$ cat src/rtl/panel_adc_pkg.sv
package panel_adc_pkg;

  typedef enum logic [1:0] {
    AXIS_RAW   = 2'd0,
    AXIS_INV_V = 2'd1,
    AXIS_INV_H = 2'd2
  } axisMode_e;

  localparam logic [7:0] DRV_CODE_RAW   = 8'h0C;
  localparam logic [7:0] DRV_CODE_INV_V = 8'h09;
  localparam logic [7:0] DRV_CODE_INV_H = 8'h06;

  localparam int DONE_BIT  = 7;
  localparam int IRQEN_BIT = 6;
  localparam int START_BIT = 5;

  // strobes from control to datapath
  typedef struct packed {
    logic capture;
    logic invert;
  } dpStrobe_t;

endpackage

$ cat src/rtl/panel_adc_ctrl.sv
module panel_adc_ctrl
  import panel_adc_pkg::*;
#(
  parameter int CHANNELS   = 4,
  parameter int CONV_DELAY = 16
) (
  input  logic                        clk,
  input  logic                        rst_n,
  input  logic                        statusWr,
  input  logic                        statusRd,
  input  logic                        wrDoneBit,
  input  logic                        wrIrqEn,
  input  logic                        wrStart,
  input  logic [$clog2(CHANNELS)-1:0] wrChan,
  input  logic                        drvWrEn,
  input  logic [7:0]                  drvWrData,
  output dpStrobe_t                   strobe,
  output logic [$clog2(CHANNELS)-1:0] captureChan,
  output logic [7:0]                  statusByte,
  output logic                        convIrq
);

  localparam int CHAN_W = $clog2(CHANNELS);
  localparam int CNT_W  = $clog2(CONV_DELAY + 1);

  logic              busy;
  logic              doneFlag;
  logic              doneArmed;
  logic              irqEn;
  logic [CHAN_W-1:0] chanSel;
  logic [CNT_W-1:0]  cnt;
  axisMode_e         axisMode;

  logic startReq;
  logic finish;
  logic clearReq;
  logic isVertical;

  assign startReq   = statusWr && wrStart && !busy;
  assign finish     = busy && (cnt == CNT_W'(1));
  assign clearReq   = statusWr && !wrDoneBit && doneArmed;
  assign isVertical = !chanSel[CHAN_W-1];

  always_ff @(posedge clk or negedge rst_n) begin
    if (!rst_n) begin
      busy      <= 1'b0;
      cnt       <= '0;
      doneFlag  <= 1'b0;
      doneArmed <= 1'b0;
      irqEn     <= 1'b0;
      chanSel   <= '0;
      convIrq   <= 1'b0;
    end else begin
      if (startReq) begin
        busy <= 1'b1;
        cnt  <= CNT_W'(CONV_DELAY);
      end else if (busy) begin
        cnt <= cnt - 1'b1;
        if (finish) busy <= 1'b0;
      end
      if (statusWr) irqEn <= wrIrqEn;
      if (statusWr && !busy) chanSel <= wrChan;
      if (finish) doneFlag <= 1'b1;
      else if (clearReq) doneFlag <= 1'b0;
      if (clearReq && !finish) doneArmed <= 1'b0;
      else if (statusRd && doneFlag) doneArmed <= 1'b1;
      convIrq <= finish && irqEn;
    end
  end

  always_ff @(posedge clk or negedge rst_n) begin
    if (!rst_n) begin
      axisMode <= AXIS_RAW;
    end else if (drvWrEn) begin
      case (drvWrData)
        DRV_CODE_RAW:   axisMode <= AXIS_RAW;
        DRV_CODE_INV_V: axisMode <= AXIS_INV_V;
        DRV_CODE_INV_H: axisMode <= AXIS_INV_H;
        default:        axisMode <= axisMode;
      endcase
    end
  end

  always_comb begin
    strobe.capture = finish;
    strobe.invert  = (axisMode == AXIS_INV_V &&  isVertical) ||
                     (axisMode == AXIS_INV_H && !isVertical);
    captureChan    = chanSel;
    statusByte                 = '0;
    statusByte[DONE_BIT]       = doneFlag;
    statusByte[IRQEN_BIT]      = irqEn;
    statusByte[START_BIT]      = busy;
    statusByte[CHAN_W-1:0]     = chanSel;
  end

  // done only rises as a busy conversion ends
  assert_done_after_busy_R3: assert property (@(posedge clk) disable iff (!rst_n)
    $rose(doneFlag) |-> $past(busy));

  // a write during a busy conversion neither reloads the counter nor moves the channel
  assert_no_restart_R9: assert property (@(posedge clk) disable iff (!rst_n)
    (busy && cnt > CNT_W'(1) && statusWr) |=>
      (busy && cnt == $past(cnt) - CNT_W'(1) && chanSel == $past(chanSel)));

  // interrupt only with enable set, together with done
  assert_irq_enabled_R11: assert property (@(posedge clk) disable iff (!rst_n)
    convIrq |-> (doneFlag && !busy && $past(irqEn)));

  // single-cycle pulse
  assert_irq_pulse_R11: assert property (@(posedge clk) disable iff (!rst_n)
    convIrq |=> !convIrq);

  // unknown drive codes keep the mode
  assert_mode_hold_R8: assert property (@(posedge clk) disable iff (!rst_n)
    (drvWrEn && drvWrData != DRV_CODE_RAW && drvWrData != DRV_CODE_INV_V &&
     drvWrData != DRV_CODE_INV_H) |=> axisMode == $past(axisMode));

endmodule

$ cat src/rtl/panel_adc_dp.sv
module panel_adc_dp
  import panel_adc_pkg::*;
#(
  parameter int SAMPLE_W = 10,
  parameter int CHANNELS = 4,
  parameter int ADDR_W   = 4
) (
  input  logic                        clk,
  input  logic                        rst_n,
  input  dpStrobe_t                   strobe,
  input  logic [$clog2(CHANNELS)-1:0] captureChan,
  input  logic [SAMPLE_W-1:0]         sampleIn,
  input  logic                        ctrl2Wr,
  input  logic [7:0]                  regWrData,
  input  logic [ADDR_W-1:0]           regSel,
  input  logic [7:0]                  statusByte,
  output logic [7:0]                  regRdData
);

  localparam int CHAN_W     = $clog2(CHANNELS);
  localparam int STATUS_OFS = 2 * CHANNELS;
  localparam int CTRL2_OFS  = STATUS_OFS + 1;
  localparam int LO_BITS    = SAMPLE_W - 8;
  localparam logic [SAMPLE_W-1:0] FULL_SCALE = {SAMPLE_W{1'b1}};

  logic [SAMPLE_W-1:0] sampleReg [CHANNELS];
  logic [SAMPLE_W-1:0] storeVal;
  logic [7:0]          ctrl2Reg;
  logic [SAMPLE_W-1:0] selSample;
  logic [CHAN_W-1:0]   chIdx;

  assign storeVal = strobe.invert ? (FULL_SCALE - sampleIn) : sampleIn;

  for (genvar i = 0; i < CHANNELS; i++) begin : g_chan
    always_ff @(posedge clk or negedge rst_n) begin
      if (!rst_n) sampleReg[i] <= '0;
      else if (strobe.capture && captureChan == CHAN_W'(i)) sampleReg[i] <= storeVal;
    end

    // a channel not addressed by the capture keeps its value
    assert_untouched_R4: assert property (@(posedge clk) disable iff (!rst_n)
      !(strobe.capture && captureChan == CHAN_W'(i)) |=> $stable(sampleReg[i]));
  end

  always_ff @(posedge clk or negedge rst_n) begin
    if (!rst_n) ctrl2Reg <= '0;
    else if (ctrl2Wr) ctrl2Reg <= regWrData;
  end

  assign chIdx     = regSel[CHAN_W:1];
  assign selSample = sampleReg[chIdx];

  always_comb begin
    regRdData = '0;
    if (regSel < ADDR_W'(STATUS_OFS)) begin
      if (regSel[0]) regRdData = {selSample[LO_BITS-1:0], {(8 - LO_BITS){1'b0}}};
      else           regRdData = selSample[SAMPLE_W-1 -: 8];
    end else if (regSel == ADDR_W'(STATUS_OFS)) begin
      regRdData = statusByte;
    end else if (regSel == ADDR_W'(CTRL2_OFS)) begin
      regRdData = ctrl2Reg;
    end
  end

endmodule

$ cat src/rtl/panel_adc.sv
module panel_adc
  import panel_adc_pkg::*;
#(
  parameter int SAMPLE_W   = 10,
  parameter int CHANNELS   = 4,
  parameter int CONV_DELAY = 16,
  parameter int ADDR_W     = 4
) (
  input  logic                clk,
  input  logic                rst_n,
  input  logic [ADDR_W-1:0]   regSel,
  input  logic                regWrEn,
  input  logic                regRdEn,
  input  logic [7:0]          regWrData,
  output logic [7:0]          regRdData,
  input  logic                drvWrEn,
  input  logic [7:0]          drvWrData,
  input  logic [SAMPLE_W-1:0] sampleIn,
  output logic                convIrq
);

  localparam int CHAN_W     = $clog2(CHANNELS);
  localparam int STATUS_OFS = 2 * CHANNELS;
  localparam int CTRL2_OFS  = STATUS_OFS + 1;

  dpStrobe_t         strobe;
  logic [CHAN_W-1:0] captureChan;
  logic [7:0]        statusByte;
  logic              statusWr;
  logic              statusRd;
  logic              ctrl2Wr;

  assign statusWr = regWrEn && regSel == ADDR_W'(STATUS_OFS);
  assign statusRd = regRdEn && regSel == ADDR_W'(STATUS_OFS);
  assign ctrl2Wr  = regWrEn && regSel == ADDR_W'(CTRL2_OFS);

  panel_adc_ctrl #(
    .CHANNELS  (CHANNELS),
    .CONV_DELAY(CONV_DELAY)
  ) i_ctrl (
    .clk        (clk),
    .rst_n      (rst_n),
    .statusWr   (statusWr),
    .statusRd   (statusRd),
    .wrDoneBit  (regWrData[DONE_BIT]),
    .wrIrqEn    (regWrData[IRQEN_BIT]),
    .wrStart    (regWrData[START_BIT]),
    .wrChan     (regWrData[CHAN_W-1:0]),
    .drvWrEn    (drvWrEn),
    .drvWrData  (drvWrData),
    .strobe     (strobe),
    .captureChan(captureChan),
    .statusByte (statusByte),
    .convIrq    (convIrq)
  );

  panel_adc_dp #(
    .SAMPLE_W(SAMPLE_W),
    .CHANNELS(CHANNELS),
    .ADDR_W  (ADDR_W)
  ) i_dp (
    .clk        (clk),
    .rst_n      (rst_n),
    .strobe     (strobe),
    .captureChan(captureChan),
    .sampleIn   (sampleIn),
    .ctrl2Wr    (ctrl2Wr),
    .regWrData  (regWrData),
    .regSel     (regSel),
    .statusByte (statusByte),
    .regRdData  (regRdData)
  );

endmodule

$ cat config.mk
export PLATFORM = sky130hd
export DESIGN_NAME = panel_adc
export DESIGN_NICKNAME = d
export VERILOG_FILES = /design/src/rtl/panel_adc_pkg.sv /design/src/rtl/panel_adc_ctrl.sv /design/src/rtl/panel_adc_dp.sv /design/src/rtl/panel_adc.sv
export SDC_FILE = /design/constraint.sdc
export NUM_CORES = 1
export LEC_CHECK = 0
export CAP_MARGIN = 20
export CELL_PAD_IN_SITES_DETAIL_PLACEMENT = 1
export CELL_PAD_IN_SITES_GLOBAL_PLACEMENT = 2
export CORE_MARGIN = 2
export CORE_UTILIZATION = 37
export DETAILED_ROUTE_END_ITERATION = 7
export PLACE_DENSITY_LB_ADDON = 0.1
export SLEW_MARGIN = 30
export SYNTH_ARGS = -nofsm -noshare
export SYNTH_HDL_FRONTEND = slang
export SYNTH_SLANG_ARGS = --single-unit
$ cat constraint.sdc
create_clock -name clk -period 2.2 [get_ports clk]
set_clock_uncertainty 0.05 [all_clocks]
set_input_delay 0.33 -clock clk [delete_from_list [all_inputs] [get_ports clk]]
set_output_delay 0.33 -clock clk [all_outputs]
set_load 0.03 [all_outputs]
---- Word-level counts from Yosys, hierarchy flattened ----
Cells that the tools add are included.
storage, ports and cells
  output and inout bits ................... 9
  register bits after elaboration ......... 62
  word-level logic and storage cells ...... 76
  bits of input ports ..................... 35
cells by class
  bitwise logic cells ..................... 1
  add/sub/neg operators ................... 2
  reduce and logical (&&, ||, !) cells .... 29
  $lt $le $gt $ge ......................... 2
  mux-type cells .......................... 18
  eq/ne operators ......................... 11
operators with widths
  kind                      count
  $mux W8                   4
  $mux W10                  3
  $bmux W10 S2              1
  $logic_and A1 B1 Y1       18
  $eq A8 B4 Y1 const B      2
  $mux W5                   2
  $sub A10 B10 Y10 const A  1
  $eq A4 B4 Y1 const B      2
  $eq A8 B3 Y1 const B      1
  $mux W1                   7
  $eq A2 B2 Y1 const B      3
  $pmux W2 S3               1
  $reduce_bool A2 Y1        3
  $eq A5 B1 Y1 const B      1
  $sub A5 B1 Y5 const B     1
  $eq A2 B1 Y1 const B      2
  $logic_not A1 Y1          4
  $lt A4 B4 Y1 const B      1
  $ge A3 B3 Y1 const B      1
  $not A2 Y3                1
  $reduce_bool A3 Y1        1
  $logic_not A2 Y1          1
  $reduce_and A2 Y1         1
  $logic_or A1 B1 Y1        1

---- Logic depth before layout (Yosys ltp) ----
  depth after elaboration ................. 6
  mapped depth ............................ 5
  mapped depth without buffers ............ 4

---- Hierarchy ----
A second synthesis with hierarchy kept.
unflattened totals
  cell total of the unflattened synthesis .. 289
  area total of the unflattened synthesis .. 3061.7 µm²
modules (own cells, without submodules)
  module          seq. area each (µm²)  area an instance (µm²)  times used  cells each
  panel_adc_dp    1201.2                2260.9                  1           210
  panel_adc_ctrl  350.3                 750.7                   1           74
  panel_adc       0.0                   50.0                    1           5

---- Worst setup path before layout ----
Ideal clock, no wire load.
  path type ............................... in2out
  from .................................... input port regSel[1]
  to ...................................... output port regRdData[1]
  buffers on the path ..................... 2
  data arrival time ....................... 1750 ps
  stages .................................. 5
  path slack .............................. 70 ps
  required time ........................... 1820 ps
  cells stage by stage .................... buf_2 nor3b_1 buf_2 a22oi_1 o21ai_0
on the way
  word-level cells in the longest chain between the ends .. 6
  elaborated cells between the ends (all ways) .. 11
  classes of those cells .................. order compare: 1; eq/ne: 2; mux: 7; bitwise: 1
ends and longest elaborated chain
  item                                          line                RTL
  start: declaration                            panel_adc.sv:11     input logic [ADDR_W-1:0] regSel,
  $not A2 Y3 (not written as such)              panel_adc_dp.sv:51  assign selSample = sampleReg[chIdx];
  $bmux W10 S2                                  panel_adc_dp.sv:51
  $mux W10 (not written as such) (2 in series)  panel_adc_dp.sv:51
  $mux W8                                       panel_adc_dp.sv:56  if (regSel[0]) regRdData = {selSample[LO_BITS-1:0], {(8 - LO_BITS){1'b0}}};
  $mux W8 *                                     panel_adc_dp.sv:55  if (regSel < ADDR_W'(STATUS_OFS)) begin
  end: declaration                              panel_adc.sv:15     output logic [7:0] regRdData,
Mark *: on every way between the ends. The rest lies on a longest branch, timed or not. The select of a mux whose other input is x is not followed.

---- Worst setup path after layout ----
  from .................................... input port regSel[3]
  to ...................................... output port regRdData[7]
on the way
  word-level cells in the longest chain between the ends .. 4
  elaborated cells between the ends (all ways) .. 6
  classes of those cells .................. order compare: 1; eq/ne: 2; mux: 3
ends and longest elaborated chain
  item          line                RTL
  $eq A4 B4 Y1  panel_adc_dp.sv:60  end else if (regSel == ADDR_W'(CTRL2_OFS)) begin
  $mux W8       panel_adc_dp.sv:60
  $mux W8       panel_adc_dp.sv:58  end else if (regSel == ADDR_W'(STATUS_OFS)) begin
  $mux W8 *     panel_adc_dp.sv:55
Mark *: on every way between the ends. The rest lies on a longest branch, timed or not.

==> reports/results.ini <==
[floorplanning]
dieArea_sq_um = 9400
die_w_um = 97.0
die_h_um = 97.0
coreArea_sq_um = 8300
num_rows = 33
io-pin-count = 44
start_util = 0.385

[setup_path]
path_buf_inv = 4
ff2ff_setup_slack_ns = 0.18
cp_slowest_cell = clkdlybuf4s50_1
required_ns = 1.82
critical_path.cell_chain = clkdlybuf4s50_1 > nor3b_1 > buf_4 > buf_12 > nand2_1 > o31ai_1 > buf_4
cp-end-kind = primary output
crit_top_cell = buf_4
cp-start-kind = primary input
worstPathMaxFanout = 6
crit_type = in -> out
arrival_ns = 1.67
slowest_delay_ns = 0.47
crit_family = buffers and inverters

[clock_tree]
numCtsBuffers = 9
insertion_delay_ns = 0.34
cts.sinks = 62
h-tree-depth = 3
clock_path_buffers = 2
clk_pin_slew_ns = 0.07
cts_tree = done
clockRootBuffer = clkbuf_8

[routing]
drt-total-wl_um = 7880
ant_nets = 0
num_vias = 2217
first_pass_iters = 4
maxUsedRoutingLayer = met4
drt_iter0_markers = 59
wl_met3_um = 247
post-route-drc-count = 0
detail_route.vias_per_cell = 5.25
wl_met1_um = 3620
wl_per_cell_um = 18.7
dr_wl_met2_um = 3900

[yosys]
synth_nets = 285
synth-main-ff-cell = dfrtp_1
synth_edf_count = 0
synth_cells = 248
synth_commonest_cells = dfrtp_1, mux2_2, xnor2_1
ys_seq_elements = 62
ys_seq_area_frac = 0.485
syn_area_sq_um = 3200
synth.distinct_cells = 47
yosys.area.top_type_share = 0.485
synth_top_area_cell = dfrtp_1
synth_area_leaders = dfrtp_1, mux2_2, xnor2_1
synthMostInstantiatedCell = dfrtp_1
synth_warnings = 0
ys_async_sr_fraction = 1.00
syn-mean-instance-area_sq_um = 12.9

[layout]
area_delta_synth_final_pct = 29.8
drive_gt1_frac = 0.382
finalNetCount = 350
multi_input_area_sq_um = 1570
seqCellArea_sq_um = 1550
fill_cells = 873
layoutNonFillerInstCount = 422
antenna_cells = 0

[sta]
slew_violations = 0
relSlewSlack = 0.492
period_minus_slack_ns = 2.05
setup_violations = 0
worst_pin_slew_ns = 0.763
rsz0062_at_grt = no
max_freq_mhz = 487
fin_ws_ns = 0.147
period_share = 0.933
finalHoldViolCount = 0

[grt]
grt_pass1_vias = 2507
grt_max_degree = 63
grt_util_all_layers = 0.183
overflow = 0
antenna_found_initial = 0
grt_pass1_wl_um = 13300

[pwr]
ir_drop_uv = 368
powerDensity_nw_per_um2 = 922
p_leak_nw = 1.76

[placed_design]
port_buffers = 43
place_hpwl_um = 5410
dp_slack_ns = -0.172
globalplace.congestion = 0.694
place_inst = 404

[run]
drv_cap = 0

[hold_path]
min_path_type = reg -> reg

[status]
outcome = finished clean

==> where the power goes <==
group          switching, mW  internal, mW
registers              0.217          1.46
logic                  0.421         0.588
clock network          0.444         0.694
==> cell type report <==
| type | instances | area share |
|---|---|---|
| multi-input cells | 167 | 0.377 |
| repair buffers | 66 | 0.157 |
| flip-flops and latches | 62 | 0.374 |
| clock inverters | 3 | 0.0163 |
| well taps | 105 | 0.0317 |
| inverters | 7 | 0.00633 |
| clock buffers | 12 | 0.0374 |
==> logic make-up (layout without fill, tap and decap cells) <==
family | after synthesis | count (layout) | synth area share
muxes | 67 | 67 | 0.257
buffers and inverters | 19 | 88 | 0.0278
adders and majority gates | 2 | 2 | 0.00783
xor gates and xnor gates | 22 | 22 | 0.0603
AOI/OAI and AO/OA | 33 | 33 | 0.0724
DFF | 62 | 62 | 0.485
and+or+nand+nor | 43 | 43 | 0.0892
==> metal layers <==
| metal | vias up | track usage |
|---|---|---|
| li1 | 1048 | - |
| met1 | 1119 | 0.240 |
| met2 | 37 | 0.301 |
| met3 | 13 | 0.0383 |
| met4 | 0 | 0.0628 |
| met5 | - | 0 |
==> repair_timing <==
| action | CTS | global route |
|---|---|---|
| buffers inserted | 1 | 0 |
| hold endpoints to repair | 62 | 0 |
| setup endpoints to repair | 8 | 0 |
| hold buffers | 1 | 0 |
| resized for setup | 7 | 0 |
==> final timing paths <==
kind,depth (start not counted),start,to
min,1,i_ctrl.doneArmed$_DFFE_PN0P_,i_ctrl.doneArmed$_DFFE_PN0P_
max,7,regSel[3],regRdData[7]
max in group asynchronous,3,rst_n,i_dp.sampleReg[14]$_DFFE_PN0P_
max reg2reg,3,i_ctrl.cnt[2]$_DFFE_PN0P_,i_dp.sampleReg[37]$_DFFE_PN0P_
min in group asynchronous,3,rst_n,i_ctrl.cnt[4]$_DFFE_PN0P_
min reg2reg,1,i_ctrl.doneArmed$_DFFE_PN0P_,i_ctrl.doneArmed$_DFFE_PN0P_
==> through the flow <==
stage | setup TNS (ns) | power (mW) | area [sq um] | util | hold slack [ns]
floorplan | 0 | 2.34 | 3200 | - | -0.0156
global placement | -0.678 | 2.67 | 3870 | 0.466 | 0.323
detailed placement | -0.719 | 2.70 | 3870 | 0.466 | 0.320
CTS | 0 | 3.88 | 4150 | 0.500 | 0.440
global route | 0 | 4.07 | 4150 | 0.500 | 0.474
finish | 0 | 3.83 | 4150 | 0.500 | 0.440
==> state kept, by name, summed over array words and instances (netlist names) <==
register,cells
i_ctrl.irqEn,1
i_ctrl.convIrq,1
i_dp.sampleReg,40
i_ctrl.captureChan,2
i_ctrl.cnt,5
i_ctrl.axisMode,2
i_ctrl.busy,1
i_ctrl.doneFlag,1
i_ctrl.doneArmed,1
i_dp.ctrl2Reg,8
==> layout by cell type (no fill, tap or decap), types with 4 or more instances in the layout <==
cell,n
buf_12,4
buf_4,25
clkbuf_8,11
clkdlybuf4s50_1,31
dfrtp_1,62
inv_1,7
mux2_2,60
mux4_2,6
nand2_1,8
nand2b_1,5
nand3_1,4
o21ai_0,4
o22ai_1,6
xnor2_1,21
No activity file was read; power rests on OpenSTA's default activity.
